File: config.mk
export PLATFORM = sky130hd
export DESIGN_NAME = ret_stack
export DESIGN_NICKNAME = d
export VERILOG_FILES = /design/src/rtl/ret_stack_pkg.sv /design/src/rtl/ret_stack_ptr.sv /design/src/rtl/ret_stack_store.sv /design/src/rtl/ret_stack_gate.sv /design/src/rtl/ret_stack.sv
export SDC_FILE = /design/constraint.sdc
export NUM_CORES = 1
export LEC_CHECK = 0
export ABC_AREA = 1
export CAP_MARGIN = 20
export CELL_PAD_IN_SITES_DETAIL_PLACEMENT = 1
export CELL_PAD_IN_SITES_GLOBAL_PLACEMENT = 2
export CORE_ASPECT_RATIO = 1.25
export CORE_MARGIN = 2
export CORE_UTILIZATION = 33
export DETAILED_ROUTE_END_ITERATION = 7
export HOLD_SLACK_MARGIN = 0.08
export PLACE_DENSITY_LB_ADDON = 0.1
export SLEW_MARGIN = 15
export SYNTH_ARGS = -nofsm -noshare
export SYNTH_HDL_FRONTEND = slang
export SYNTH_SLANG_ARGS = --single-unit
File: constraint.sdc
create_clock -name clk -period 2.8 [get_ports clk]
set_clock_uncertainty 0.2 [all_clocks]
set_input_delay 0.56 -clock clk [delete_from_list [all_inputs] [get_ports clk]]
set_output_delay 0.56 -clock clk [all_outputs]
set_load 0.005 [all_outputs]
File: src/rtl/ret_stack_pkg.sv
package ret_stack_pkg;
  typedef enum logic [1:0] {
    OP_IDLE = 2'd0,
    OP_PUSH = 2'd1,
    OP_POP  = 2'd2,
    OP_SWAP = 2'd3
  } stack_op_e;
endpackage

File: src/rtl/ret_stack_ptr.sv
module ret_stack_ptr #(
  parameter int DEPTH = 4,
  localparam int IDX_W = $clog2(DEPTH),
  localparam int CNT_W = IDX_W + 1
) (
  input  logic             clk,
  input  logic             rst_n,
  input  logic             push_req,
  input  logic             pop_req,
  output logic [IDX_W-1:0] top_idx,
  output logic [IDX_W-1:0] wr_idx,
  output logic             wr_en,
  output logic [CNT_W-1:0] count,
  output logic             pop_ok
);
  import ret_stack_pkg::*;

  localparam logic [CNT_W-1:0] CNT_MAX = CNT_W'(DEPTH);

  logic [IDX_W-1:0] wp_q;
  logic [CNT_W-1:0] cnt_q;
  stack_op_e        op;

  assign pop_ok  = pop_req && (cnt_q != '0);
  assign top_idx = wp_q - IDX_W'(1);
  assign count   = cnt_q;

  always_comb begin
    if (pop_ok && push_req)  op = OP_SWAP;
    else if (push_req)       op = OP_PUSH;
    else if (pop_ok)         op = OP_POP;
    else                     op = OP_IDLE;
  end

  assign wr_en  = (op == OP_PUSH) || (op == OP_SWAP);
  assign wr_idx = (op == OP_SWAP) ? top_idx : wp_q;

  always_ff @(posedge clk or negedge rst_n) begin
    if (!rst_n) begin
      wp_q  <= '0;
      cnt_q <= '0;
    end else begin
      case (op)
        OP_PUSH: begin
          wp_q <= wp_q + IDX_W'(1);
          if (cnt_q != CNT_MAX) cnt_q <= cnt_q + CNT_W'(1);
        end
        OP_POP: begin
          wp_q  <= wp_q - IDX_W'(1);
          cnt_q <= cnt_q - CNT_W'(1);
        end
        default: ;
      endcase
    end
  end

  // occupancy never passes the depth
  a_r4_count_max: assert property (@(posedge clk) disable iff (!rst_n)
    cnt_q <= CNT_MAX);

  // a pop on an empty stack keeps it empty
  a_r9_empty_pop: assert property (@(posedge clk) disable iff (!rst_n)
    (cnt_q == '0 && pop_req && !push_req) |=> (cnt_q == '0));

  // a lone push below the depth adds exactly one level
  a_r2_push_grows: assert property (@(posedge clk) disable iff (!rst_n)
    (push_req && !pop_req && cnt_q < CNT_MAX) |=> (cnt_q == $past(cnt_q) + CNT_W'(1)));
endmodule

File: src/rtl/ret_stack_store.sv
module ret_stack_store #(
  parameter int DEPTH = 4,
  parameter int PC_W  = 11,
  localparam int IDX_W = $clog2(DEPTH)
) (
  input  logic             clk,
  input  logic             wr_en,
  input  logic [IDX_W-1:0] wr_idx,
  input  logic [PC_W-1:0]  wr_data,
  input  logic [IDX_W-1:0] rd_idx,
  output logic [PC_W-1:0]  rd_data
);
  logic [PC_W-1:0] slot [DEPTH];

  for (genvar g = 0; g < DEPTH; g++) begin : g_slot
    always_ff @(posedge clk) begin
      if (wr_en && wr_idx == IDX_W'(g)) slot[g] <= wr_data;
    end
  end

  assign rd_data = slot[rd_idx];
endmodule

File: src/rtl/ret_stack_gate.sv
module ret_stack_gate (
  input  logic clk,
  input  logic rst_n,
  input  logic full,
  input  logic pop_ok,
  input  logic irq_pending,
  input  logic call_push,
  input  logic int_push,
  output logic ack_allow,
  output logic push_req
);
  logic int_take;

  assign ack_allow = irq_pending && !full;
  assign int_take  = int_push && (!full || pop_ok);
  assign push_req  = call_push || int_take;

  // the acknowledge gate is shut whenever the stack is full
  a_r6_gate_shut: assert property (@(posedge clk) disable iff (!rst_n)
    full |-> !ack_allow);
endmodule

File: src/rtl/ret_stack.sv
module ret_stack #(
  parameter int DEPTH = 4,
  parameter int PC_W  = 11,
  localparam int IDX_W = $clog2(DEPTH),
  localparam int CNT_W = IDX_W + 1
) (
  input  logic             clk,
  input  logic             rst_n,
  input  logic             call_push,
  input  logic             int_push,
  input  logic [PC_W-1:0]  push_pc,
  input  logic             ret_pop,
  input  logic             irq_pending,
  output logic [PC_W-1:0]  top_pc,
  output logic [CNT_W-1:0] level,
  output logic             full,
  output logic             empty,
  output logic             ack_allow
);
  logic [IDX_W-1:0] top_idx;
  logic [IDX_W-1:0] wr_idx;
  logic             wr_en;
  logic             pop_ok;
  logic             push_req;

  ret_stack_ptr #(.DEPTH(DEPTH)) ptr_i (
    .clk(clk), .rst_n(rst_n), .push_req(push_req), .pop_req(ret_pop),
    .top_idx(top_idx), .wr_idx(wr_idx), .wr_en(wr_en),
    .count(level), .pop_ok(pop_ok)
  );

  ret_stack_store #(.DEPTH(DEPTH), .PC_W(PC_W)) store_i (
    .clk(clk), .wr_en(wr_en), .wr_idx(wr_idx), .wr_data(push_pc),
    .rd_idx(top_idx), .rd_data(top_pc)
  );

  assign full  = (level == CNT_W'(DEPTH));
  assign empty = (level == '0);

  ret_stack_gate gate_i (
    .clk(clk), .rst_n(rst_n), .full(full), .pop_ok(pop_ok),
    .irq_pending(irq_pending), .call_push(call_push), .int_push(int_push),
    .ack_allow(ack_allow), .push_req(push_req)
  );

  // an interrupt push refused on a full stack changes nothing
  a_r7_refused_int: assert property (@(posedge clk) disable iff (!rst_n)
    (full && int_push && !call_push && !ret_pop) |=> (full && $stable(top_pc)));
endmodule

==> flow_summary.yaml, run 1 <==
status:
  outcome: "completed"
clock_network:
  cts_buffer_depth: 2
  htreeDepth: 2
  clk_latency_ns: 0.30
  cts_tree: "yes"
  cts_made_buffers: 5
  ctsHoldBuffers: 0
  cts_root_buf: "clkbuf_8"
  cts.clk_slew.worst_paths_ns: 0.09
  clock-sinks: 49
floorplan:
  io_pins: 34
  dieWidth_um: 75.73
  core_area_um2: 6206
  initial_core_util_pct: 34.19
  num_rows: 32
  dieArea_um2: 7092
  die_h_um: 93.66
worst_setup_path:
  cp.arrival_ns: 1.85
  reg2reg_slack_ns: 0.28
  startpoint_type: "register"
  cp-end-kind: "primary output"
  crit_required_ns: 2.04
  reg2reg_depth: 13
  critPathKind: "register to primary output"
  worstReg2RegEnd: "store_i.slot[2][8]$_DFFE_PP_"
  crit_fanout: 11
  r2r-start: "ptr_i.count[0]$_DFFE_PN0P_"
layout:
  final_nets: 268
  area_growth_pct: 26.77
  multiInputGateArea_um2: 574.3
  drive_gt1_share_pct: 8.468
  register_area_um2: 1448
  num-fill-cells: 700
  antennaDiodeCount: 0
synth:
  ys_async_sr_fraction_pct: 10.20
  ys_ff_latch: 49
  synthCells: 205
  ys.flop_type: "edfxtp_1"
  synth_warnings: 0
  synth_area_um2: 2122
  yosysTopAreaCellShare_pct: 62.26
  synth_edf_count: 44
  synth.distinct_cells: 15
  synth_commonest_cells: "99 x nand2_1, 44 x edfxtp_1, 17 x nand3_1, 15 x inv_1, 6 x nor2_1"
  synth_area_leader_cell: "edfxtp_1"
  syn-num-nets: 226
  syn_avg_cell_area_um2: 10.35
  synth_area_leaders: "edfxtp_1 62%, nand2_1 18%, dfrtp_1 5.9%"
  yosysMostFrequentCell: "nand2_1"
  ys_seq_area_share_pct: 68.16
timing:
  finalMaxSlewViolations: 0
  tns_ns: 0
  min_period_ns: 2.605
  timing.slew.headroom_pct: 82.39
  fin_crit_sh_pct: 93.05
  tightest_slew_ns: 0.2638
  finalHoldViolCount: 0
  max_clock_freq_mhz: 383.8
  setup_viol: 0
  holdWs_ns: 0.2805
  rsz0062_at_grt: "false"
grt:
  grt-ovfl-total: 0
  grt_max_degree: 15
  antenna_found_initial: 0
  grt_pass1_vias: 1666
  grt_pass1_wl_mm: 8.307
  grt_usage_pct: 16.08
route:
  totalWireLength_mm: 5.074
  drtIter0Drc: 60
  drt-vias-per-instance: 4.613
  first_pass_iters: 4
  ant_nets: 0
  wl_per_cell_um: 15.24
  drc: 0
  vias: 1536
power_and_ir_drop:
  peakVddDrop_uv: 328.6
  leakage_uw: 0.001135
  p_total_uw: 3008
  powerDensity_nw_per_um2: 1118
run:
  maxCapViolations: 0
placement:
  port_buffers: 33
  dp_hpwl_mm: 3.573
  place_congestion: 0.8017
min_path:
  hp-class: "primary input to asynchronous set/reset pin"
[placed cells by master (no fill, tap or decap), types with 2 or more instances in the layout]
master,synthesis,final
buf_4,2,7
clkbuf_8,0,5
edfxtp_1,44,44
nand2_1,99,99
clkdlybuf4s50_1,0,33
nor2_1,6,6
nand3_1,17,17
inv_2,4,3
ha_1,3,3
a21oi_1,2,2
nand2_2,2,2
dfrtp_1,5,4
inv_1,15,15
[where the power goes]
group	leakage [µW]	internal, µW	switching, µW
registers	0.000466	1070	101
logic	0.000616	593	752
clock network	0.0000528	264	228
total	0.00113	1930	1080
[stage by stage]
stage          worst slack (ns)  area [µm²]  util, %  instances
5_1_grt                 0.03727        2690    43.35        333
3_5_place_dp            0.07420        2581    41.59        325
4_1_cts                 0.02267        2688    43.31        333
2_1_floorplan            0.2770        2122        -        205
6_report                 0.1945        2690    43.35        333
3_3_place_gp             0.1883        2581    41.59        325
[worst max-delay path by stage]
stage / from / to / slack (ns) / cells past startpoint
floorplan: ptr_i.count[0]$_DFFE_PN0P_ / store_i.slot[2][0]$_DFFE_PP_ / 0.28 / 12
global route: ptr_i.wp_q[0]$_DFFE_PN0P_ / top_pc[9] / 0.04 / 6
detailed placement: ret_pop / ptr_i.count[2]$_DFFE_PN0P_ / 0.07 / 12
global placement: ret_pop / ptr_i.count[2]$_DFFE_PN0P_ / 0.19 / 12
CTS: ptr_i.wp_q[0]$_DFFE_PN0P_ / top_pc[9] / 0.02 / 6
finish: ptr_i.wp_q[1]$_DFFE_PN0P_ / top_pc[0] / 0.19 / 6
[cell families after synthesis]
kind of cell	after synthesis	synth area share, %
buffers and inverters	24	4.775
adders and majority gates	4	2.712
and+or+nand+nor	125	23.47
AOI/OAI and AO/OA	2	0.4717
xor gates and xnor gates	1	0.4128
DFF	49	68.16
[critical path, cell delays in order, from the launching register on]
cell,delay [ns]
dfrtp_1,0.42
inv_2,0.13
nand2_2,0.07
inv_2,0.22
nand2_1,0.09
nand3_1,0.10
clkdlybuf4s50_1,0.51
[per-layer routing]
layer	up-vias	part of all wire (%)	track usage [%]
li1	744	-	-
met1	763	43	17.95
met2	25	54	28.99
met3	4	2.4	3.433
met4	0	0.79	6.140
met5	-	0	0
[flip-flops by register name (all words and copies together) (netlist names)]
register and cells:
ptr_i.wp_q 2, ptr_i.count 3, store_i.slot 44
[layout make-up]
type / instances / share of cell area, %
flip-flops and latches: 49 / 53.81
repair buffers: 40 / 14.23
well taps: 85 / 3.953
inverters: 19 / 2.698
clock buffers: 6 / 2.698
clock inverters: 2 / 1.256
multi-input cells: 132 / 21.35
[repair_timing]
item                                    4_1_cts  5_1_grt
gates resized for setup                       0        2
hold endpoints to repair                      0        0
endpoints found under the setup margin        0       11
buffers inserted                              0        0
No activity file was read; power rests on OpenSTA's default activity.
==> run 2: changes to the inputs <==
CAP_MARGIN = 0   (was 20)
==> results of run 2 <==
The final DEF is identical to that of run 1; final timing and power are the same.
==> run 3: changes to the inputs <==
CORE_ASPECT_RATIO = not set   (was 1.25)
==> flow_summary.yaml, run 3 (synthesis results as in run 1) <==
status:
  outcome: "completed"
layout:
  final_cell_mix: "99 x nand2_1, 44 x edfxtp_1, 33 x clkdlybuf4s50_1"
  final_nets: 267
  largest_reg_flops: 44
  top_register: "store_i.slot"
  drive_gt1_share_pct: 7.692
  area_growth_pct: 25.41
  antennaDiodeCount: 0
  final_common_cell: "nand2_1"
power_and_ir_drop:
  p_comb_share_pct: 46.7
  netSwitchingPower_uw: 1061
  powerDensity_nw_per_um2: 1093
  leakage_uw: 0.001124
  p_total_uw: 2909
  p_seq_share_pct: 40.2
  peakVddDrop_uv: 422.9
  power_frac_clock_pct: 13.0
  p_int_uw: 1848
  switching_share_pct: 36.46
worst_setup_path:
  reg2reg_depth: 16
  r2r-start: "ptr_i.count[0]$_DFFE_PN0P_"
  crit_end: "top_pc[0]"
  crit_start: "ptr_i.wp_q[0]$_DFFE_PN0P_"
  reg2reg_slack_ns: 0.30
  cp.arrival_ns: 1.89
  cp-end-kind: "primary output"
  crit_required_ns: 2.04
  startpoint_type: "register"
  critPathKind: "register to primary output"
  crit_fanout: 11
  worstReg2RegEnd: "ptr_i.count[2]$_DFFE_PN0P_"
placement:
  dp_slack_ns: 0.07954
  dp_hpwl_mm: 3.503
  place_congestion: 0.7136
  port_buffers: 33
route:
  first_pass_iters: 4
  wl_per_cell_um: 15.19
  drt-vias-per-instance: 4.778
  vias: 1548
  drtIter0Drc: 78
  ant_nets: 0
  drc: 0
  totalWireLength_mm: 4.920
timing:
  holdWs_ns: 0.3047
  tightest_slew_ns: 0.2596
  finalHoldViolCount: 0
  timing.slew.headroom_pct: 82.64
  fin_crit_sh_pct: 94.69
  setup_viol: 0
  layout_setup_ws_ns: 0.1488
  tns_ns: 0
  min_period_ns: 2.651
  rsz0062_at_grt: "false"
  max_clock_freq_mhz: 377.2
  finalMaxSlewViolations: 0
run:
  maxCapViolations: 0
clock_network:
  clk_latency_ns: 0.28
  cts_root_buf: "clkbuf_8"
  cts_tree: "yes"
  htreeDepth: 2
  cts_made_buffers: 5
  cts.clk_slew.worst_paths_ns: 0.07
  clock-sinks: 49
  cts_buffer_depth: 2
  ctsHoldBuffers: 0
grt:
  antenna_found_initial: 0
  grt_pass1_wl_mm: 8.176
  grt_max_degree: 15
  grt-ovfl-total: 0
  grt_usage_pct: 14.95
  grt_pass1_vias: 1667
floorplan:
  dieArea_um2: 7088
  dieWidth_um: 84.19
  initial_core_util_pct: 33.81
  core_area_um2: 6277
  die_h_um: 84.19
  io_pins: 34
  num_rows: 29
min_path:
  hp-class: "primary input to asynchronous set/reset pin"
## run 3: cell types whose count changed in the layout (fill, tap and decap cells not counted), sizes merged
cell / previous run / this run
buf: 7 / 6
bufinv: 1 / 0
clkbuf: 6 / 7
## run 3: worst min-delay path by stage
stage,startpoint,end
after CTS,rst_n,ptr_i.count[0]$_DFFE_PN0P_
after detailed placement,ptr_i.count[0]$_DFFE_PN0P_,ptr_i.count[0]$_DFFE_PN0P_
final,rst_n,ptr_i.count[0]$_DFFE_PN0P_
after floorplan,rst_n,ptr_i.count[0]$_DFFE_PN0P_
after global placement,ptr_i.count[0]$_DFFE_PN0P_,ptr_i.count[0]$_DFFE_PN0P_
after global routing,rst_n,ptr_i.count[0]$_DFFE_PN0P_
## run 3: repair_timing
item	4_1_cts	5_1_grt
resized for setup	1	1
endpoints found under the setup margin	1	2
buffers inserted	0	0
endpoints found under the hold margin	0	0
## run 3: critical path, cell delays in order (launching register included)
cell             delay [ns]
dfrtp_1                0.46
inv_2                  0.09
nand2_2                0.08
inv_2                  0.22
nand2_1                0.10
nand3_1                0.13
clkdlybuf4s50_1        0.52
## run 3: power groups by stage
stage | Combinational (µW) | Clock (µW) | Sequential (µW)
CTS | 1400 | 398 | 1170
floorplan | 702 | 0 | 1160
detailed placement | 1400 | 0 | 1180
global placement | 1360 | 0 | 1170
finish | 1360 | 379 | 1170
global route | 1540 | 428 | 1190
## run 3: per-layer routing
metal | global-route usage [%] | part of all wire, % | vias to the layer above
met2 | 28.93 | 55 | 29
met4 | 4.106 | 1.0 | 0
li1 | - | - | 741
met5 | 0 | 0 | -
met3 | 3.736 | 4.0 | 7
met1 | 15.94 | 40 | 771
## run 3: area by class of cell
cell class,instances,area [µm²]
tap,77,96.34
multi-input combinational,132,574.3
sequential,49,1446
clock buffer,7,76.32
clock inverter,1,5.005
inverter,19,75.07
fill,716,3616
timing repair buffer,39,387.9
## run 3: per-stage QoR
| stage | util (%) | instances | cell area [µm²] |
|---|---|---|---|
| after floorplan | - | 205 | 2122 |
| after global placement | 41.04 | 316 | 2576 |
| after detailed placement | 41.04 | 316 | 2576 |
| after CTS | 42.38 | 324 | 2660 |
| after global routing | 42.40 | 324 | 2661 |
| final | 42.40 | 324 | 2661 |
